## src/rtl/spec_trk_pkg.sv

```systemverilog
package spec_trk_pkg;

    typedef enum logic {
        ACC_LOAD  = 1'b0,
        ACC_STORE = 1'b1
    } acc_kind_e;

endpackage

```

## src/rtl/spec_trk_snoop.sv

```systemverilog
module spec_trk_snoop #(
    parameter int NUM_LINES = 8,
    parameter int IDX_W     = 3,
    parameter int TAG_W     = 6,
    parameter int NODE_W    = 2,
    parameter int MY_NODE   = 1
) (
    input  logic                                snp_valid,
    input  logic [NODE_W-1:0]                   snp_node,
    input  logic [IDX_W+TAG_W-1:0]              snp_addr,
    input  logic [NUM_LINES-1:0]                valid_vec,
    input  logic [NUM_LINES-1:0][TAG_W-1:0]     tag_vec,
    output logic                                foreign,
    output logic [NUM_LINES-1:0]                hit_vec
);
    logic [IDX_W-1:0] s_idx;
    logic [TAG_W-1:0] s_tag;

    assign s_idx   = snp_addr[IDX_W-1:0];
    assign s_tag   = snp_addr[IDX_W+TAG_W-1:IDX_W];
    assign foreign = snp_valid && (snp_node != NODE_W'(MY_NODE));

    for (genvar i = 0; i < NUM_LINES; i++) begin : g_cmp
        assign hit_vec[i] = foreign && valid_vec[i] &&
                            (s_idx == IDX_W'(i)) && (tag_vec[i] == s_tag);
    end
endmodule

```

## src/rtl/spec_trk_line.sv

```systemverilog
module spec_trk_line
    import spec_trk_pkg::*;
#(
    parameter int TAG_W = 6
) (
    input  logic             clk,
    input  logic             rst_n,
    input  logic             snp_hit,
    input  logic             snp_has_data,
    input  logic             flash,
    input  logic             commit,
    input  logic             acc_sel,
    input  acc_kind_e        acc_kind,
    input  logic [TAG_W-1:0] acc_tag,
    output logic             valid_o,
    output logic             rd_o,
    output logic             mod_o,
    output logic [TAG_W-1:0] tag_o
);
    typedef struct packed {
        logic             valid;
        logic             rd;
        logic             mod;
        logic [TAG_W-1:0] tag;
    } line_t;

    line_t line_d, line_q;

    always_comb begin
        line_d = line_q;
        if (snp_hit && !snp_has_data) begin
            line_d.valid = 1'b0;
            line_d.rd    = 1'b0;
            line_d.mod   = 1'b0;
        end
        if (flash) begin
            if (line_q.mod) line_d.valid = 1'b0;
            line_d.rd  = 1'b0;
            line_d.mod = 1'b0;
        end else if (commit) begin
            line_d.rd  = 1'b0;
            line_d.mod = 1'b0;
        end
        if (acc_sel) begin
            if (!line_d.valid || (line_d.tag != acc_tag)) begin
                line_d.tag   = acc_tag;
                line_d.valid = 1'b1;
                line_d.rd    = 1'b0;
                line_d.mod   = 1'b0;
            end
            if (acc_kind == ACC_STORE) line_d.mod = 1'b1;
            else                       line_d.rd  = 1'b1;
        end
    end

    always_ff @(posedge clk) begin
        if (!rst_n) line_q <= '0;
        else        line_q <= line_d;
    end

    assign valid_o = line_q.valid;
    assign rd_o    = line_q.rd;
    assign mod_o   = line_q.mod;
    assign tag_o   = line_q.tag;

    // a speculatively written line is always resident
    p_mod_needs_valid_r3: assert property (@(posedge clk) disable iff (!rst_n)
        line_q.mod |-> line_q.valid);

    // address-only hit with no refill removes the line
    p_inv_drops_line_r6: assert property (@(posedge clk) disable iff (!rst_n)
        (snp_hit && !snp_has_data && !acc_sel) |=> !line_q.valid);
endmodule

```

## src/rtl/spec_line_tracker.sv

```systemverilog
module spec_line_tracker
    import spec_trk_pkg::*;
#(
    parameter int NUM_LINES = 8,
    parameter int TAG_W     = 6,
    parameter int NODE_W    = 2,
    parameter int MY_NODE   = 1,
    localparam int IDX_W    = $clog2(NUM_LINES),
    localparam int ADDR_W   = IDX_W + TAG_W
) (
    input  logic                  clk,
    input  logic                  rst_n,
    input  logic                  acc_valid,
    input  logic                  acc_is_store,
    input  logic [ADDR_W-1:0]     acc_addr,
    input  logic                  commit_i,
    input  logic                  snp_valid,
    input  logic [NODE_W-1:0]     snp_node,
    input  logic [ADDR_W-1:0]     snp_addr,
    input  logic                  snp_has_data,
    input  logic                  restart_ack,
    output logic                  violation,
    output logic                  viol_pending,
    output logic                  upd_valid,
    output logic [IDX_W-1:0]      upd_index,
    output logic [NUM_LINES-1:0]  line_valid,
    output logic [NUM_LINES-1:0]  line_read,
    output logic [NUM_LINES-1:0]  line_mod
);
    typedef struct packed {
        logic             viol;
        logic             pend;
        logic             upd;
        logic [IDX_W-1:0] upd_idx;
    } ctl_t;

    ctl_t ctl_d, ctl_q;

    logic [NUM_LINES-1:0][TAG_W-1:0] tag_vec;
    logic [NUM_LINES-1:0]            hit_vec;
    logic [NUM_LINES-1:0]            acc_sel;
    logic                            foreign;
    logic                            viol_now;
    logic [IDX_W-1:0]                a_idx;
    logic [TAG_W-1:0]                a_tag;

    assign a_idx = acc_addr[IDX_W-1:0];
    assign a_tag = acc_addr[ADDR_W-1:IDX_W];

    spec_trk_snoop #(
        .NUM_LINES (NUM_LINES),
        .IDX_W     (IDX_W),
        .TAG_W     (TAG_W),
        .NODE_W    (NODE_W),
        .MY_NODE   (MY_NODE)
    ) u_snoop (
        .snp_valid (snp_valid),
        .snp_node  (snp_node),
        .snp_addr  (snp_addr),
        .valid_vec (line_valid),
        .tag_vec   (tag_vec),
        .foreign   (foreign),
        .hit_vec   (hit_vec)
    );

    assign viol_now = (|(hit_vec & line_read)) && !ctl_q.pend;

    for (genvar i = 0; i < NUM_LINES; i++) begin : g_line
        assign acc_sel[i] = acc_valid && (a_idx == IDX_W'(i)) &&
                            !ctl_q.pend && !viol_now;
        spec_trk_line #(.TAG_W(TAG_W)) u_line (
            .clk          (clk),
            .rst_n        (rst_n),
            .snp_hit      (hit_vec[i]),
            .snp_has_data (snp_has_data),
            .flash        (viol_now),
            .commit       (commit_i),
            .acc_sel      (acc_sel[i]),
            .acc_kind     (acc_kind_e'(acc_is_store)),
            .acc_tag      (a_tag),
            .valid_o      (line_valid[i]),
            .rd_o         (line_read[i]),
            .mod_o        (line_mod[i]),
            .tag_o        (tag_vec[i])
        );
    end

    always_comb begin
        ctl_d         = ctl_q;
        ctl_d.viol    = viol_now;
        ctl_d.upd     = snp_has_data && (|hit_vec);
        ctl_d.upd_idx = snp_addr[IDX_W-1:0];
        if (viol_now)         ctl_d.pend = 1'b1;
        else if (restart_ack) ctl_d.pend = 1'b0;
    end

    always_ff @(posedge clk) begin
        if (!rst_n) ctl_q <= '0;
        else        ctl_q <= ctl_d;
    end

    assign violation    = ctl_q.viol;
    assign viol_pending = ctl_q.pend;
    assign upd_valid    = ctl_q.upd;
    assign upd_index    = ctl_q.upd_idx;

    // violation is a single-cycle pulse
    p_viol_pulse_r4: assert property (@(posedge clk) disable iff (!rst_n)
        violation |=> !violation);

    // the violation edge leaves no speculative flag behind
    p_flash_clear_r5: assert property (@(posedge clk) disable iff (!rst_n)
        violation |-> (line_read == '0 && line_mod == '0));

    // commit without a new access leaves no speculative flag
    p_commit_clear_r8: assert property (@(posedge clk) disable iff (!rst_n)
        (commit_i && !acc_valid) |=> (line_read == '0 && line_mod == '0));

    // no new violation while one is pending
    p_hold_pending_r10: assert property (@(posedge clk) disable iff (!rst_n)
        viol_pending |=> !violation);

    // a violation always leaves the pending flag set
    p_pend_set_r10: assert property (@(posedge clk) disable iff (!rst_n)
        violation |-> viol_pending);

    // own packets never cause a violation or an update
    p_own_filtered_r11: assert property (@(posedge clk) disable iff (!rst_n)
        (snp_valid && snp_node == NODE_W'(MY_NODE)) |=> (!violation && !upd_valid));
endmodule

```

## config.mk

```make
export PLATFORM = sky130hd
export DESIGN_NAME = spec_line_tracker
export DESIGN_NICKNAME = d
export VERILOG_FILES = /design/src/rtl/spec_trk_pkg.sv /design/src/rtl/spec_trk_snoop.sv /design/src/rtl/spec_trk_line.sv /design/src/rtl/spec_line_tracker.sv
export SDC_FILE = /design/constraint.sdc
export NUM_CORES = 1
export LEC_CHECK = 0
export BUFFER_PORTS_ARGS = -buffer_cell sky130_fd_sc_hd__buf_2
export CAP_MARGIN = 25
export CORE_MARGIN = 1
export CORE_UTILIZATION = 40
export CTS_CLUSTER_DIAMETER = 150
export DETAILED_ROUTE_END_ITERATION = 10
export GPL_ROUTABILITY_DRIVEN = 0
export SETUP_SLACK_MARGIN = 0.3
export SYNTH_ARGS = -nofsm -noshare
export SYNTH_HDL_FRONTEND = slang
export SYNTH_HIERARCHICAL = 1
export SYNTH_SLANG_ARGS = --single-unit
```

## constraint.sdc

```tcl
create_clock -name clk -period 6.01 [get_ports clk]
set_clock_uncertainty 0.1 [all_clocks]
set_input_delay 0.9015 -clock clk [delete_from_list [all_inputs] [get_ports clk]]
set_output_delay 0.9015 -clock clk [all_outputs]
set_load 0.01 [all_outputs]
```

# Word-level counts from Yosys, hierarchy flattened
# Cells that the tools add are included.
# word_totals
out_inout_bits	30
reg_bits	78
elab_cells	233
inputBits	28
# classes
n_reduce_logical	91
bitwise_logic	1
eq_ne	31
muxes	74
# op_table
op	count
$mux 9	16
$logic_and 1x1->1	59
$eq 6x6->1	8
$ne 6x6->1	8
$mux 1	34
$mux 2	16
$eq 3x3->1 const B	8
$mux 3	8
$reduce_and 2->1	8
$reduce_or 8->1	2
$eq 3x2->1 const B	4
$logic_not 1->1	11
$and 8x8->8	1
$logic_or 1x1->1	8
$eq 3x1->1 const B	2
$logic_not 3->1	2
$ne 2x1->1 const B	1
$reduce_bool 2->1	1

# Longest topological paths before layout
# logic_depth
ltp_word	14
mapped_depth	13
mapped_depth_nobuf	11

# By module
# Netlist, hierarchy kept.
# by_module_without_submodules
mod	area_per_inst_um2	seq_area_each_um2	n_inst	cells_per_inst
spec_trk_line	445.4	180.2	8	48
spec_trk_snoop	698.2	0.0	1	93
spec_line_tracker	325.3	120.1	1	37

# Worst setup path before layout
# No wires, ideal clock.
# synth_timing
path_kind	input port to flip-flop
startpoint	input port snp_addr[4]
endpoint	register g_line[0].u_line.line_q, in the netlist g_line[0].u_line/tag_o[1]
required_ps	5838
t_arrival_ps	3372
path_stages	13
slack_ps	2467
setup_time_ps	72
path_cell_list	buf_6 -> xnor2_1 -> nand3_1 -> nor4_1 -> a22o_2 -> a221oi_2 -> and2_2 -> nor2_1 -> nand2_1 -> nand3_2 -> o41a_1 -> buf_6 -> mux2i_1
# synth_via
elab_chain_len	9
word_cells_on_any_way	28
classes_between	eq/ne (8); mux (3); bitwise (1); reduce/logical (16)
# synth_lines
item	line	rtl
from (decl)	spec_line_tracker.sv:19	input logic [ADDR_W-1:0] snp_addr,
$eq 6x6->1 (*)	spec_trk_snoop.sv:25	(s_idx == IDX_W'(i)) && (tag_vec[i] == s_tag);
$logic_and 1x1->1 (*)	spec_trk_snoop.sv:25	
net hit_vec[3]	spec_line_tracker.sv:40	logic [NUM_LINES-1:0] hit_vec;
$and 8x8->8 (*)	spec_line_tracker.sv:66	assign viol_now = (|(hit_vec & line_read)) && !ctl_q.pend;
$reduce_or 8->1 (*)	spec_line_tracker.sv:66	
$logic_and 1x1->1 (*)	spec_line_tracker.sv:66	
$mux 1	spec_trk_line.sv:36	if (flash) begin
$logic_not 1->1	spec_trk_line.sv:45	if (!line_d.valid || (line_d.tag != acc_tag)) begin
$logic_or 1x1->1	spec_trk_line.sv:45	
$reduce_and 2->1 (no line) (*)	-	
to (signal assigned)	spec_trk_line.sv:58	else line_q <= line_d;
to (decl)	spec_trk_line.sv:27	line_t line_d, line_q;
# The timed path passes the listed nets; every way through them passes the cells marked *.
# A chain may end at the register's enable or synchronous reset.

# Worst setup path after layout
# layout_timing
startpoint	input port snp_node[1]
endpoint	register g_line[0].u_line.line_q, in the netlist g_line[0].u_line/tag_o[1]
# layout_via
elab_chain_len	12
word_cells_on_any_way	38
classes_between	eq/ne (1); mux (3); bitwise (1); reduce/logical (33)
# layout_lines
item	line	rtl
from (decl)	spec_line_tracker.sv:18	input logic [NODE_W-1:0] snp_node,
$ne 2x1->1 (*)	spec_trk_snoop.sv:21	assign foreign = snp_valid && (snp_node != NODE_W'(MY_NODE));
$logic_and 1x1->1 (*)	spec_trk_snoop.sv:21	
$logic_and 1x1->1 (*) (2 in series)	spec_trk_snoop.sv:24	assign hit_vec[i] = foreign && valid_vec[i] &&
$logic_and 1x1->1 (*)	spec_trk_snoop.sv:25	
net hit_vec[3]	spec_line_tracker.sv:40	
$and 8x8->8 (*)	spec_line_tracker.sv:66	
$reduce_or 8->1 (*)	spec_line_tracker.sv:66	
$logic_and 1x1->1 (*)	spec_line_tracker.sv:66	
$mux 1	spec_trk_line.sv:36	
$logic_not 1->1	spec_trk_line.sv:45	
$logic_or 1x1->1	spec_trk_line.sv:45	
$reduce_and 2->1 (no line) (*)	-	
# Marked as above.

==> flow_summary.json <==
{
  "status": "finished, final reports clean",
  "track_usage_pct": 23.1,
  "start_kind": "primary input",
  "drive_gt1_share_pct": 19.0,
  "ys.warnings.count": 6,
  "worst_slew_pin_slew_ps": 1040,
  "synth_area_sq_um": 4580,
  "seqCellArea_sq_um": 1560,
  "drt_iter0_drc": 194,
  "setup_viol": 0,
  "post_drt_wl_per_cell_um": 17.9,
  "core_area_sq_um": 11000,
  "grt_pass1_vias": 3695,
  "diodes": 0,
  "die_area_sq_um": 11900,
  "cp.required_ps": 6180,
  "rsz0062_at_grt": "false",
  "grt_pass1_wl_um": 20200,
  "nFillCells": 1058,
  "cts_tree": "built",
  "final_common_cell": "nand2_1",
  "clock_latency_ps": 340,
  "period_share_pct": 66.6,
  "cts_root_buf": "clkbuf_16",
  "most-common-layout-cells": "82 x nand2_1, 80 x xnor2_1, 78 x dfxtp_1",
  "clockBufferDepth": 2,
  "powerDensity_nw_per_um2": 246,
  "fmax_mhz": 250,
  "postRouteAntennaNets": 0,
  "p_leak_nw": 1.81,
  "vdd_ir_drop_max_v": 0.000116,
  "syn_nets": 541,
  "drcViolationCount": 0,
  "hp-class": "reg -> reg",
  "die_x_um": 109,
  "io_buffers": 57,
  "antenna_found_initial": 0,
  "multi_input_area_sq_um": 2770,
  "critPathMaxFanout": 10,
  "clkTransAtPathRegs_ps": 60,
  "start_util_pct": 41.7,
  "grt-ovfl-total": 0,
  "via_count": 3808,
  "first_pass_iters": 4,
  "layout_setup_ws_ps": 2010,
  "grt_max_degree": 127,
  "drv_cap": 0,
  "cts-resized-gates": 0,
  "crit_path_end_kind": "flip-flop",
  "pin_count": 58,
  "avgSynthCellArea_sq_um": 8.93,
  "report.final.hold_viol_count": 0,
  "criticalPathCategory": "in -> reg",
  "die_h_um": 109,
  "rows": 38,
  "area_growth_syn_to_layout_pct": 15.0,
  "cts-hold-fix-buffers": 0,
  "synth_cells": 513,
  "cp.arrival_ps": 4170,
  "dp_slack_ps": 1790,
  "clock_sinks": 78,
  "cts_inserted_buffers": 9,
  "post-cts-setup-buffer-count": 0,
  "dp_hpwl_um": 8710,
  "viasPerCell": 5.39,
  "slew_viol_final": 0,
  "nets": 590,
  "htree_levels": 3,
  "finalSetupTns_ps": 0,
  "relSlewSlack_pct": 29.8,
  "routed_wl_um": 12700,
  "fin_crit_ps": 4000
}
-- per-layer routing --
layer | routed length (um) | GRT usage [%] | share of wire, %
met5 | 0 | 0 | 0
met4 | 227 | 7.72 | 1.8
met3 | 671 | 4.48 | 5.3
met2 | 5810 | 36.7 | 46
met1 | 5980 | 31.2 | 47
-- registers in the layout, indices dropped and copies added, names as in the netlist --
| name | flops |
|---|---|
| g_line.u_line/tag_o | 48 |
| g_line.u_line/mod_o | 8 |
| g_line.u_line/rd_o | 8 |
| g_line.u_line/valid_o | 8 |
| upd_index | 3 |
| upd_valid | 1 |
| viol_pending | 1 |
| violation | 1 |
-- worst paths after layout --
check,startpoint,end,cells after the start,slack [ps]
worst max-delay path,snp_node[1],g_line[0].u_line/tag_o[1],13,2010
worst min-delay path,g_line[4].u_line/mod_o,g_line[4].u_line/mod_o,2,390
worst max register to register,g_line[3].u_line/tag_o[0],g_line[0].u_line/tag_o[1],12,2550
worst min register to register,g_line[4].u_line/mod_o,g_line[4].u_line/mod_o,2,390
-- area by class of cell --
cell class / instances / share of cell area [%]
multi-input cells: 396 / 52.7
flip-flops and latches: 78 / 29.7
repair buffers: 68 / 7.41
clock buffers: 10 / 4.54
well taps: 140 / 3.33
clock inverters: 6 / 1.76
inverters: 9 / 0.641
-- worst max-delay path, stage by stage --
cell and delay (ps):
buf_2 70, nand2b_1 110, nand3_1 320, nor4_1 780, a22o_2 270, a221oi_2 50, and2_2 250, nor2_1 370
buf_4 280, nand2_1 80, nand3_2 80, o41a_1 360, mux2i_1 240
-- power by group --
part,internal [mW],leakage [nW],switching (mW)
combinational,0.0618,1.02,0.0872
clock,0.378,0.156,0.227
sequential,0.529,0.632,0.0129
total,0.968,1.81,0.328
-- metrics by stage --
stage / instance area (sq um) / power, mW / util, % / instances / hold slack, ps
floorplan: 4580 / 0.647 / - / 513 / 371
detailed placement: 4910 / 0.699 / 44.7 / 690 / 386
CTS: 5240 / 1.31 / 47.7 / 706 / 396
global route: 5270 / 1.34 / 47.9 / 707 / 420
finish: 5270 / 1.30 / 47.9 / 707 / 387
global placement: 4910 / 0.696 / 44.7 / 690 / 382
(Power assumes the default switching activity.)
